[src/rtl/irq_prio_pkg.sv]
package irq_prio_pkg;
  localparam int unsigned IRQ_N    = 16;
  localparam int unsigned REG_W    = 16;
  localparam int unsigned OFS_W    = 12;
  localparam logic [OFS_W-1:0] OFS_VEC  = 12'h000;
  localparam logic [OFS_W-1:0] OFS_MASK = 12'h002;
  localparam logic [REG_W-1:0] MASK_RST = 16'h0010;
endpackage

[src/rtl/irq_status_reg.sv]
module irq_status_reg #(
  parameter int unsigned N = 16
) (
  input  logic         clk_i,
  input  logic         rst_ni,
  input  logic [N-1:0] lvl_i,
  output logic [N-1:0] stat_o
);
  for (genvar g = 0; g < N; g++) begin : g_bit
    always_ff @(posedge clk_i or negedge rst_ni) begin
      if (!rst_ni) stat_o[g] <= 1'b0;
      else         stat_o[g] <= lvl_i[g];
    end
  end

  // one-cycle tracking check needs a cycle of history after reset
  logic hist_q;
  always_ff @(posedge clk_i or negedge rst_ni) begin
    if (!rst_ni) hist_q <= 1'b0;
    else         hist_q <= 1'b1;
  end

  assert_status_tracks_R1: assert property (@(posedge clk_i) disable iff (!rst_ni)
    hist_q |-> (stat_o == $past(lvl_i)));
endmodule

[src/rtl/irq_mask_reg.sv]
module irq_mask_reg #(
  parameter int unsigned W = 16,
  parameter logic [W-1:0] RST = '0
) (
  input  logic         clk_i,
  input  logic         rst_ni,
  input  logic         we_i,
  input  logic [W-1:0] wdata_i,
  output logic [W-1:0] mask_o
);
  always_ff @(posedge clk_i or negedge rst_ni) begin
    if (!rst_ni)   mask_o <= RST;
    else if (we_i) mask_o <= wdata_i;
  end

  assert_mask_load_R6: assert property (@(posedge clk_i) disable iff (!rst_ni)
    we_i |=> (mask_o == $past(wdata_i)));
  assert_mask_hold_R8: assert property (@(posedge clk_i) disable iff (!rst_ni)
    !we_i |=> $stable(mask_o));
endmodule

[src/rtl/irq_prio_enc.sv]
module irq_prio_enc #(
  parameter int unsigned N = 16,
  parameter int unsigned W = 16
) (
  input  logic         clk_i,
  input  logic         rst_ni,
  input  logic [N-1:0] pend_i,
  output logic [W-1:0] vec_o
);
  localparam int unsigned IDX_W = (N > 1) ? $clog2(N) : 1;

  logic             any;
  logic [IDX_W-1:0] idx;
  logic [W-1:0]     num;

  // scan downward so the lowest set bit is the last one kept
  always_comb begin
    any = 1'b0;
    idx = '0;
    for (int i = N - 1; i >= 0; i--) begin
      if (pend_i[i]) begin
        any = 1'b1;
        idx = IDX_W'(i);
      end
    end
    num   = W'(idx) + W'(1);
    vec_o = any ? (num << 2) : '0;
  end

  logic [W-1:0]     chk_pos;
  logic [IDX_W-1:0] chk_idx;
  assign chk_pos = (vec_o >> 2) - W'(1);
  assign chk_idx = chk_pos[IDX_W-1:0];

  assert_vec_zero_R4: assert property (@(posedge clk_i) disable iff (!rst_ni)
    (vec_o == '0) == (pend_i == '0));
  assert_vec_lowest_R9: assert property (@(posedge clk_i) disable iff (!rst_ni)
    (vec_o != '0) |-> (pend_i[chk_idx] &&
                       ((pend_i & ((N'(1) << chk_idx) - N'(1))) == '0)));
  assert_vec_align_R3: assert property (@(posedge clk_i) disable iff (!rst_ni)
    vec_o[1:0] == 2'b00);
endmodule

[src/rtl/irq_prio_ctrl.sv]
module irq_prio_ctrl
  import irq_prio_pkg::*;
#(
  parameter int unsigned NUM_IRQ = IRQ_N,
  parameter int unsigned DATA_W  = REG_W,
  parameter int unsigned ADDR_W  = OFS_W,
  parameter logic [DATA_W-1:0] MASK_INIT = MASK_RST
) (
  input  logic              clk_i,
  input  logic              rst_ni,
  input  logic [NUM_IRQ-1:0] irq_lvl_i,
  input  logic [ADDR_W-1:0] reg_addr_i,
  input  logic              reg_we_i,
  input  logic [DATA_W-1:0] reg_wdata_i,
  output logic [DATA_W-1:0] reg_rdata_o,
  output logic              irq_o
);
  localparam logic [ADDR_W-1:0] A_VEC  = ADDR_W'(OFS_VEC);
  localparam logic [ADDR_W-1:0] A_MASK = ADDR_W'(OFS_MASK);

  logic [NUM_IRQ-1:0] stat_q;
  logic [DATA_W-1:0]  mask_q;
  logic [NUM_IRQ-1:0] pend;
  logic [DATA_W-1:0]  vec;
  logic               mask_we;

  assign mask_we = reg_we_i && (reg_addr_i == A_MASK);

  irq_status_reg #(.N(NUM_IRQ)) u_status (
    .clk_i  (clk_i),
    .rst_ni (rst_ni),
    .lvl_i  (irq_lvl_i),
    .stat_o (stat_q)
  );

  irq_mask_reg #(.W(DATA_W), .RST(MASK_INIT)) u_mask (
    .clk_i   (clk_i),
    .rst_ni  (rst_ni),
    .we_i    (mask_we),
    .wdata_i (reg_wdata_i),
    .mask_o  (mask_q)
  );

  assign pend  = stat_q & mask_q[NUM_IRQ-1:0];
  assign irq_o = |pend;

  irq_prio_enc #(.N(NUM_IRQ), .W(DATA_W)) u_enc (
    .clk_i  (clk_i),
    .rst_ni (rst_ni),
    .pend_i (pend),
    .vec_o  (vec)
  );

  always_comb begin
    unique case (reg_addr_i)
      A_VEC:   reg_rdata_o = vec;
      A_MASK:  reg_rdata_o = mask_q;
      default: reg_rdata_o = '0;
    endcase
  end

  assert_irq_vs_vec_R2: assert property (@(posedge clk_i) disable iff (!rst_ni)
    irq_o == (vec != '0));
  assert_unmapped_zero_R8: assert property (@(posedge clk_i) disable iff (!rst_ni)
    ((reg_addr_i != A_VEC) && (reg_addr_i != A_MASK)) |-> (reg_rdata_o == '0));
endmodule

[config.mk]
export PLATFORM = sky130hd
export DESIGN_NAME = irq_prio_ctrl
export DESIGN_NICKNAME = d
export VERILOG_FILES = /design/src/rtl/irq_prio_pkg.sv /design/src/rtl/irq_status_reg.sv /design/src/rtl/irq_mask_reg.sv /design/src/rtl/irq_prio_enc.sv /design/src/rtl/irq_prio_ctrl.sv
export SDC_FILE = /design/constraint.sdc
export NUM_CORES = 1
export LEC_CHECK = 0
export BUFFER_PORTS_ARGS = -buffer_cell sky130_fd_sc_hd__buf_2
export CAP_MARGIN = 20
export CORE_MARGIN = 2
export CORE_UTILIZATION = 47
export DETAILED_ROUTE_END_ITERATION = 16
export GPL_ROUTABILITY_DRIVEN = 0
export PLACE_DENSITY = 0.83
export SETUP_SLACK_MARGIN = 0.15
export SYNTH_ARGS = -nofsm -noshare
export SYNTH_HDL_FRONTEND = slang
export SYNTH_SLANG_ARGS = --single-unit
export TNS_END_PERCENT = 5
[constraint.sdc]
create_clock -name clk_i -period 2.6 [get_ports clk_i]
set_input_delay 0.26 -clock clk_i [delete_from_list [all_inputs] [get_ports clk_i]]
set_output_delay 0.26 -clock clk_i [all_outputs]
set_load 0.02 [all_outputs]
==> summary.txt, run 1 <==
Clock network
  • Clock buffer count from CTS: 5
  • H-tree depth: 2
  • CTS Sinks: 32
  • Clock Root Buffer: clkbuf_4
  • CTS max path bufs: 2
  • TritonCTS clock tree: yes
  • Clock slew at reported path FFs: 0.10 ns
  • Latest clock arrival within the worst-skew pair: 0.34 ns

Timing
  • Max_slew headroom: 54.2%
  • FMAX: 0.383 GHz
  • Unrepaired setup endpoints after global routing: true
  • Final worst slack: -0.0110 ns
  • Clock skew after layout: 0 ns
  • Final Slew Violations: 0
  • Tcrit/Tclk final: 100%
  • Period minus WS final: 2.61 ns
  • Worst-margin pin slew: 0.687 ns
  • Setup_tns: -0.0110 ns
  • Hold Vio Cnt, Final: 0
  • Endpoints failing setup: 1

Finish
  • Diode count: 0
  • Filler cell count: 243
  • Final nets: 247
  • Share of post-route cells with drive strength above 1: 55.5%
  • Fin util: 67.1%
  • Final std cells w/o fill: 244
  • Area growth syn-to-layout: 35.1%

Drt
  • Total Wirelength: 3.86 mm
  • Routed len/inst: 15.8 um
  • Drt first pass iters: 4
  • Vias after detailed routing: 1,336
  • Number of DRC markers in iteration 0: 39
  • DR DRC count: 0
  • Via/cell ratio: 5.48
  • Antenna-violating nets left: 0

Worst hold path
  • HP Class: input port to register
  • Worst Hold Launch: irq_lvl_i[14]

Worst setup path
  • Worst Path Required: 2.34 ns
  • CP delay by family, top: compound AO/OA/AOI/OAI gates
  • Crit Path Class: register to output pin
  • CP cell instances: a22o_1 > a31oi_2 > o2111ai_2 > a22oi_2 > inv_1 > ha_2 > xor2_1 > a22o_2 > buf_6
  • Setup crit end kind: output pin
  • Crit-path max cell delay: 0.41 ns
  • FF-to-FF Start: u_mask.mask_o[11]$_DFFE_PN0P_
  • CP bufs+invs: 2
  • CP Launch Point: u_mask.mask_o[11]$_DFFE_PN0P_
  • Startpoint Class: register
  • Max FO, Critical Path: 3
  • WP data arrival: 2.35 ns
  • Worst path slowest cell: dfrtp_1

Power
  • Pint: 0.000674 W
  • IR drop worst, VDD: 0.359 mV
  • Combinational Power Share: 7.2%
  • Clk pwr share: 33.8%
  • Sequential fraction of design power: 59.0%
  • Switching share of power: 23.7%
  • Sw power: 0.000209 W
  • Pwr/cell area: 428 nW/um^2
  • Leakage: 1.14 nW
  • Total chip power: 0.000884 W

GRT
  • GRT overflow: 0
  • Largest net degree at the start of global routing: 33
  • First-pass GRT wire length: 6.09 mm
  • Vias in the first global route: 1,383
  • Initial antenna violation count: 0
  • GRT Resource Usage Total: 23.2%

Run status
  • Status: complete, but fails checks
  • Failing checks: setup timing

Placement
  • Dpl cells: 228
  • Port Buffers: 63
  • DP HPWL: 2.73 mm

Synthesis
  • Post-Synthesis Cell Area: 1530 sq um
  • Library cells used by synthesis: 37
  • Avg Inst Size Synth: 12.3 sq um
  • Seq cells post-synth: 32
  • Register area share after synthesis: 52.5%
  • Post-synth net total: 172
  • Syn Inst Count: 124
  • Synth warnings: 0

Floorplanning
  • FP Rows: 20
  • Core Footprint: 3080 sq um
  • Die ar.: 3730 sq um
  • I/O pin cnt: 64
  • Initial core utilization: 49.7%
  • Vert. Die Dim: 61.0 um
  • Die width: 61.0 um

Run
  • MaxCap Viol Count: 0
## timing repair
action | CTS | global route
pin swaps | 5 | 5
setup endpoints to repair | 4 | 5
resized for setup | 8 | 8
endpoints found under the hold margin | 31 | 3
setup buffers | 3 | 1
hold buffers | 1 | 3
## final timing paths
check	slack (ns)	to	cells after the start
min in group asynchronous	0.49	u_mask.mask_o[12]$_DFFE_PN0P_	2
max in group asynchronous	1.67	u_mask.mask_o[6]$_DFFE_PN0P_	2
hold / removal	0.02	u_status.stat_o[14]$_DFF_PN0_	1
hold reg to reg	0.55	u_mask.mask_o[0]$_DFFE_PN0P_	1
setup / recovery	-0.01	reg_rdata_o[4]	9
setup reg to reg	1.56	u_mask.mask_o[11]$_DFFE_PN0P_	3
## cell families after synthesis
| kind of cell | after synthesis | synth area share, % |
|---|---|---|
| compound gates | 24 | 12.8 |
| xor+xnor | 1 | 0.573 |
| fa+ha+maj | 1 | 0.818 |
| buf+inv | 5 | 2.78 |
| flops | 32 | 52.5 |
| mux | 16 | 14.2 |
| simple gates | 45 | 16.4 |
## cell type report
class                      count  area (sq um)  share of cell area, %
clock buffer                   6          51.3                   2.48
clock inverter                 2          10.0                  0.485
inverter                       1          3.75                  0.182
multi-input combinational     87           738                   35.7
sequential                    32           802                   38.8
tap                           44          55.1                   2.67
timing repair buffer          72           405                   19.6
## layout by cell type (no fill, tap or decap), drive strengths merged, types with 3 or more instances in the layout
master / Yosys / final
mux2: 16 / 16
dlygate4sd3: 0 / 4
buf: 2 / 68
nor4: 4 / 4
nand3: 4 / 4
a22oi: 5 / 5
clkbuf: 2 / 6
a22o: 6 / 6
nand2: 17 / 17
a32o: 3 / 3
and3: 11 / 11
dfrtp: 31 / 31
## registers in the layout, indices dropped and copies added, names as in the netlist
name	count
u_status.stat_o	16
u_mask.mask_o	16
## synth_stat cells, drive strengths merged
| library cell | number | share of area [%] |
|---|---|---|
| a211o | 1 | 0.57 |
| a21oi | 2 | 0.65 |
| a221o | 1 | 0.65 |
| a221oi | 1 | 0.57 |
| a22o | 6 | 3.7 |
| a22oi | 5 | 2.5 |
| a31oi | 2 | 0.82 |
| a32o | 3 | 2.0 |
| and2 | 1 | 0.41 |
| and3 | 11 | 4.6 |
| buf | 2 | 2.0 |
| clkbuf | 2 | 0.49 |
| dfrtp | 31 | 51 |
| dfstp | 1 | 1.7 |
| ha | 1 | 0.82 |
| inv | 1 | 0.25 |
| mux2 | 16 | 14 |
| nand2 | 17 | 4.7 |
| nand2b | 1 | 0.41 |
| nand3 | 4 | 1.3 |
| nand3b | 1 | 0.49 |
| nand4 | 1 | 0.41 |
| nor2 | 1 | 0.25 |
| nor2b | 2 | 0.82 |
| nor3b | 1 | 0.49 |
| nor4 | 4 | 2.0 |
| o2111ai | 1 | 0.57 |
| o211ai | 1 | 0.49 |
| o21ai | 1 | 0.33 |
| or4 | 1 | 0.49 |
| xor2 | 1 | 0.57 |
## power by group through the flow
stage / Sequential [W] / Clock, W / Combinational [W]
final: 0.000521 / 0.000299 / 0.0000633
after global routing: 0.000523 / 0.000327 / 0.0000710
after CTS: 0.000520 / 0.000301 / 0.0000604
after detailed placement: 0.000530 / 0 / 0.0000578
after global placement: 0.000529 / 0 / 0.0000550
after floorplan: 0.000527 / 0 / 0.00000999
## routing by layer
layer | vias up | track usage (%) | share of wire (%)
met2 | 58 | 39.7 | 53
met3 | 9 | 7.56 | 5.7
met4 | 0 | 10.6 | 1.9
li1 | 618 | - | -
met5 | - | 0 | 0
met1 | 651 | 26.3 | 39
## worst register-to-register path: stages, from the launching register on
cell and delay [ns]:
dfrtp_1 0.41, buf_4 0.14, buf_4 0.12, mux2_4 0.25
## stage by stage
stage / setup slack (ns) / hold slack (ns) / area (sq um)
floorplan: 0.536 / -0.0356 / 1530
global placement: 0.336 / 0.316 / 1870
detailed placement: 0.266 / 0.338 / 1870
CTS: 0.0345 / 0.0142 / 2000
global route: -0.0926 / 0.00241 / 2070
finish: -0.0110 / 0.0186 / 2070
No activity file was read; power rests on OpenSTA's default activity.
==> inputs of run 2 (changes only) <==
--- a/config.mk
+++ b/config.mk
@@ -5,7 +5,7 @@
 export SDC_FILE = /design/constraint.sdc
 export NUM_CORES = 1
 export LEC_CHECK = 0
-export BUFFER_PORTS_ARGS = -buffer_cell sky130_fd_sc_hd__buf_2
+export BUFFER_PORTS_ARGS = -buffer_cell sky130_fd_sc_hd__buf_4
 export CAP_MARGIN = 20
 export CORE_MARGIN = 2
 export CORE_UTILIZATION = 47
==> summary.txt, run 2 (synthesis gave the netlist of run 1 again) <==
Drt
  • Routed len/inst: 18.7 um
  • Via/cell ratio: 5.78
  • Total Wirelength: 4.68 mm
  • DR DRC count: 0
  • Drt first pass iters: 4
  • Antenna-violating nets left: 0
  • Number of DRC markers in iteration 0: 42
  • Vias after detailed routing: 1,451

Floorplanning
  • Die width: 61.0 um
  • Die ar.: 3730 sq um
  • Initial core utilization: 49.7%
  • I/O pin cnt: 64
  • Core Footprint: 3080 sq um
  • Vert. Die Dim: 61.0 um
  • FP Rows: 20

Timing
  • Unrepaired setup endpoints after global routing: true
  • Period minus WS final: 2.68 ns
  • Clock skew after layout: 0 ns
  • Worst-margin pin slew: 0.428 ns
  • Hold Vio Cnt, Final: 0
  • Final Slew Violations: 0
  • Tcrit/Tclk final: 103%
  • Setup_tns: -0.154 ns
  • Final worst slack: -0.0845 ns
  • Endpoints failing setup: 2
  • Max_slew headroom: 71.5%
  • FMAX: 0.373 GHz

Power
  • Pwr/cell area: 395 nW/um^2
  • IR drop worst, VDD: 0.368 mV
  • Leakage: 1.21 nW

Finish
  • Most common cell after layout, fill and taps aside: buf_4
  • Final nets: 254
  • Share of post-route cells with drive strength above 1: 54.1%
  • Diode count: 0
  • Largest registers: u_mask.mask_o: 16 flops, u_status.stat_o: 16 flops
  • Final std cells w/o fill: 251
  • Area growth syn-to-layout: 51.7%
  • Most frequent cells in the layout: 65 x buf_4, 31 x dfrtp_1, 15 x nand2_1

Placement
  • DP HPWL: 2.90 mm
  • Port Buffers: 63
  • Dpl cells: 228
  • Pre-CTS setup slack: 0.237 ns

Worst setup path
  • Worst Path Required: 2.34 ns
  • FF-to-FF Start: u_mask.mask_o[13]$_DFFE_PN0P_
  • Crit Path Class: register to output pin
  • WP data arrival: 2.42 ns
  • Max FO, Critical Path: 4
  • FF-to-FF End: u_mask.mask_o[13]$_DFFE_PN0P_
  • R2R cell count: 2
  • Flop2flop setup slack: 1.68 ns
  • Startpoint Class: register
  • Setup crit end kind: output pin

GRT
  • Initial antenna violation count: 0
  • First-pass GRT wire length: 5.96 mm
  • Vias in the first global route: 1,370
  • Largest net degree at the start of global routing: 33
  • GRT Resource Usage Total: 23.0%
  • GRT overflow: 0

Clock network
  • CTS Sinks: 32
  • Clock slew at reported path FFs: 0.09 ns
  • Latest clock arrival within the worst-skew pair: 0.35 ns
  • TritonCTS clock tree: yes
  • CTS max path bufs: 2
  • Clock Root Buffer: clkbuf_4
  • H-tree depth: 2
  • Clock buffer count from CTS: 5

Run status
  • Failing checks: setup timing
  • Status: complete, but fails checks

Worst hold path
  • Worst Hold Depth: 1
  • Worst Hold Launch: irq_lvl_i[5]
  • HP Class: input port to register
  • Worst-case hold path end point: u_status.stat_o[5]$_DFF_PN0_

Run
  • MaxCap Viol Count: 0
[run 2: changes by cell type in the layout (fill, tap and decap cells not counted), moves of 2 or more]
| cell | previous run | this run |
|---|---|---|
| buf_2 | 61 | 0 |
| buf_6 | 2 | 4 |
| buf_4 | 5 | 65 |
| dlygate4sd3_1 | 4 | 10 |
[run 2: layout make-up]
cell class	count	area [sq um]
clock buffer	6	51.3
sequential	32	802
tap	44	55.1
inverter	1	3.75
clock inverter	2	10.0
timing repair buffer	79	633
fill	205	758
multi-input combinational	87	764
[run 2: worst max path at each step]
| stage | slack [ns] | start | endpoint | cells past startpoint |
|---|---|---|---|---|
| floorplan | 0.54 | u_mask.mask_o[11]$_DFFE_PN0P_ | reg_rdata_o[4] | 8 |
| global placement | 0.34 | u_mask.mask_o[11]$_DFFE_PN0P_ | reg_rdata_o[4] | 9 |
| detailed placement | 0.24 | u_mask.mask_o[11]$_DFFE_PN0P_ | reg_rdata_o[4] | 9 |
| CTS | 0.02 | u_mask.mask_o[13]$_DFFE_PN0P_ | reg_rdata_o[4] | 9 |
| global route | -0.16 | u_mask.mask_o[12]$_DFFE_PN0P_ | reg_rdata_o[5] | 7 |
| finish | -0.08 | u_mask.mask_o[7]$_DFFE_PN0P_ | reg_rdata_o[4] | 8 |
[run 2: timing repair]
item / CTS / global route
hold buffers: 1 / 9
endpoints found under the setup margin: 4 / 5
hold endpoints to repair: 31 / 9
pin swaps: 4 / 8
gates resized for setup: 4 / 15
buffers inserted: 2 / 3
[run 2: layer usage]
layer  wire length, um  up-vias  global-route usage, %
met3               291       21                   7.35
met1              1650      722                   23.5
met2              2550       78                   42.1
li1                  -      630                      -
met4               189        0                   11.2
met5                 0        -                      0
[run 2: through the flow]
| stage | hold WS [ns] | area (sq um) | total power [W] | utilization (%) |
|---|---|---|---|---|
| finish | 0.0227 | 2320 | 0.000917 | 75.4 |
| global route | -0.000262 | 2320 | 0.000949 | 75.4 |
| CTS | 0.00250 | 2130 | 0.000905 | 69.2 |
| detailed placement | 0.216 | 2030 | 0.000607 | 65.8 |
| global placement | 0.200 | 2030 | 0.000603 | 65.8 |
| floorplan | -0.0356 | 1530 | 0.000537 | - |
[run 2: power by group]
part | internal (W) | leakage, nW | switching, W
clock network | 0.000128 | 0.0380 | 0.000172
registers | 0.000511 | 0.406 | 0.0000104
logic | 0.0000615 | 0.765 | 0.0000330
total | 0.000701 | 1.21 | 0.000215
[run 2: critical path, stage by stage, from the launching register on]
cell      delay [ns]
dfrtp_1         0.43
a22oi_1         0.41
o211ai_1        0.21
nand3b_1        0.22
a31oi_4         0.13
ha_4            0.19
xor2_1          0.16
a22o_2          0.23
buf_6           0.13
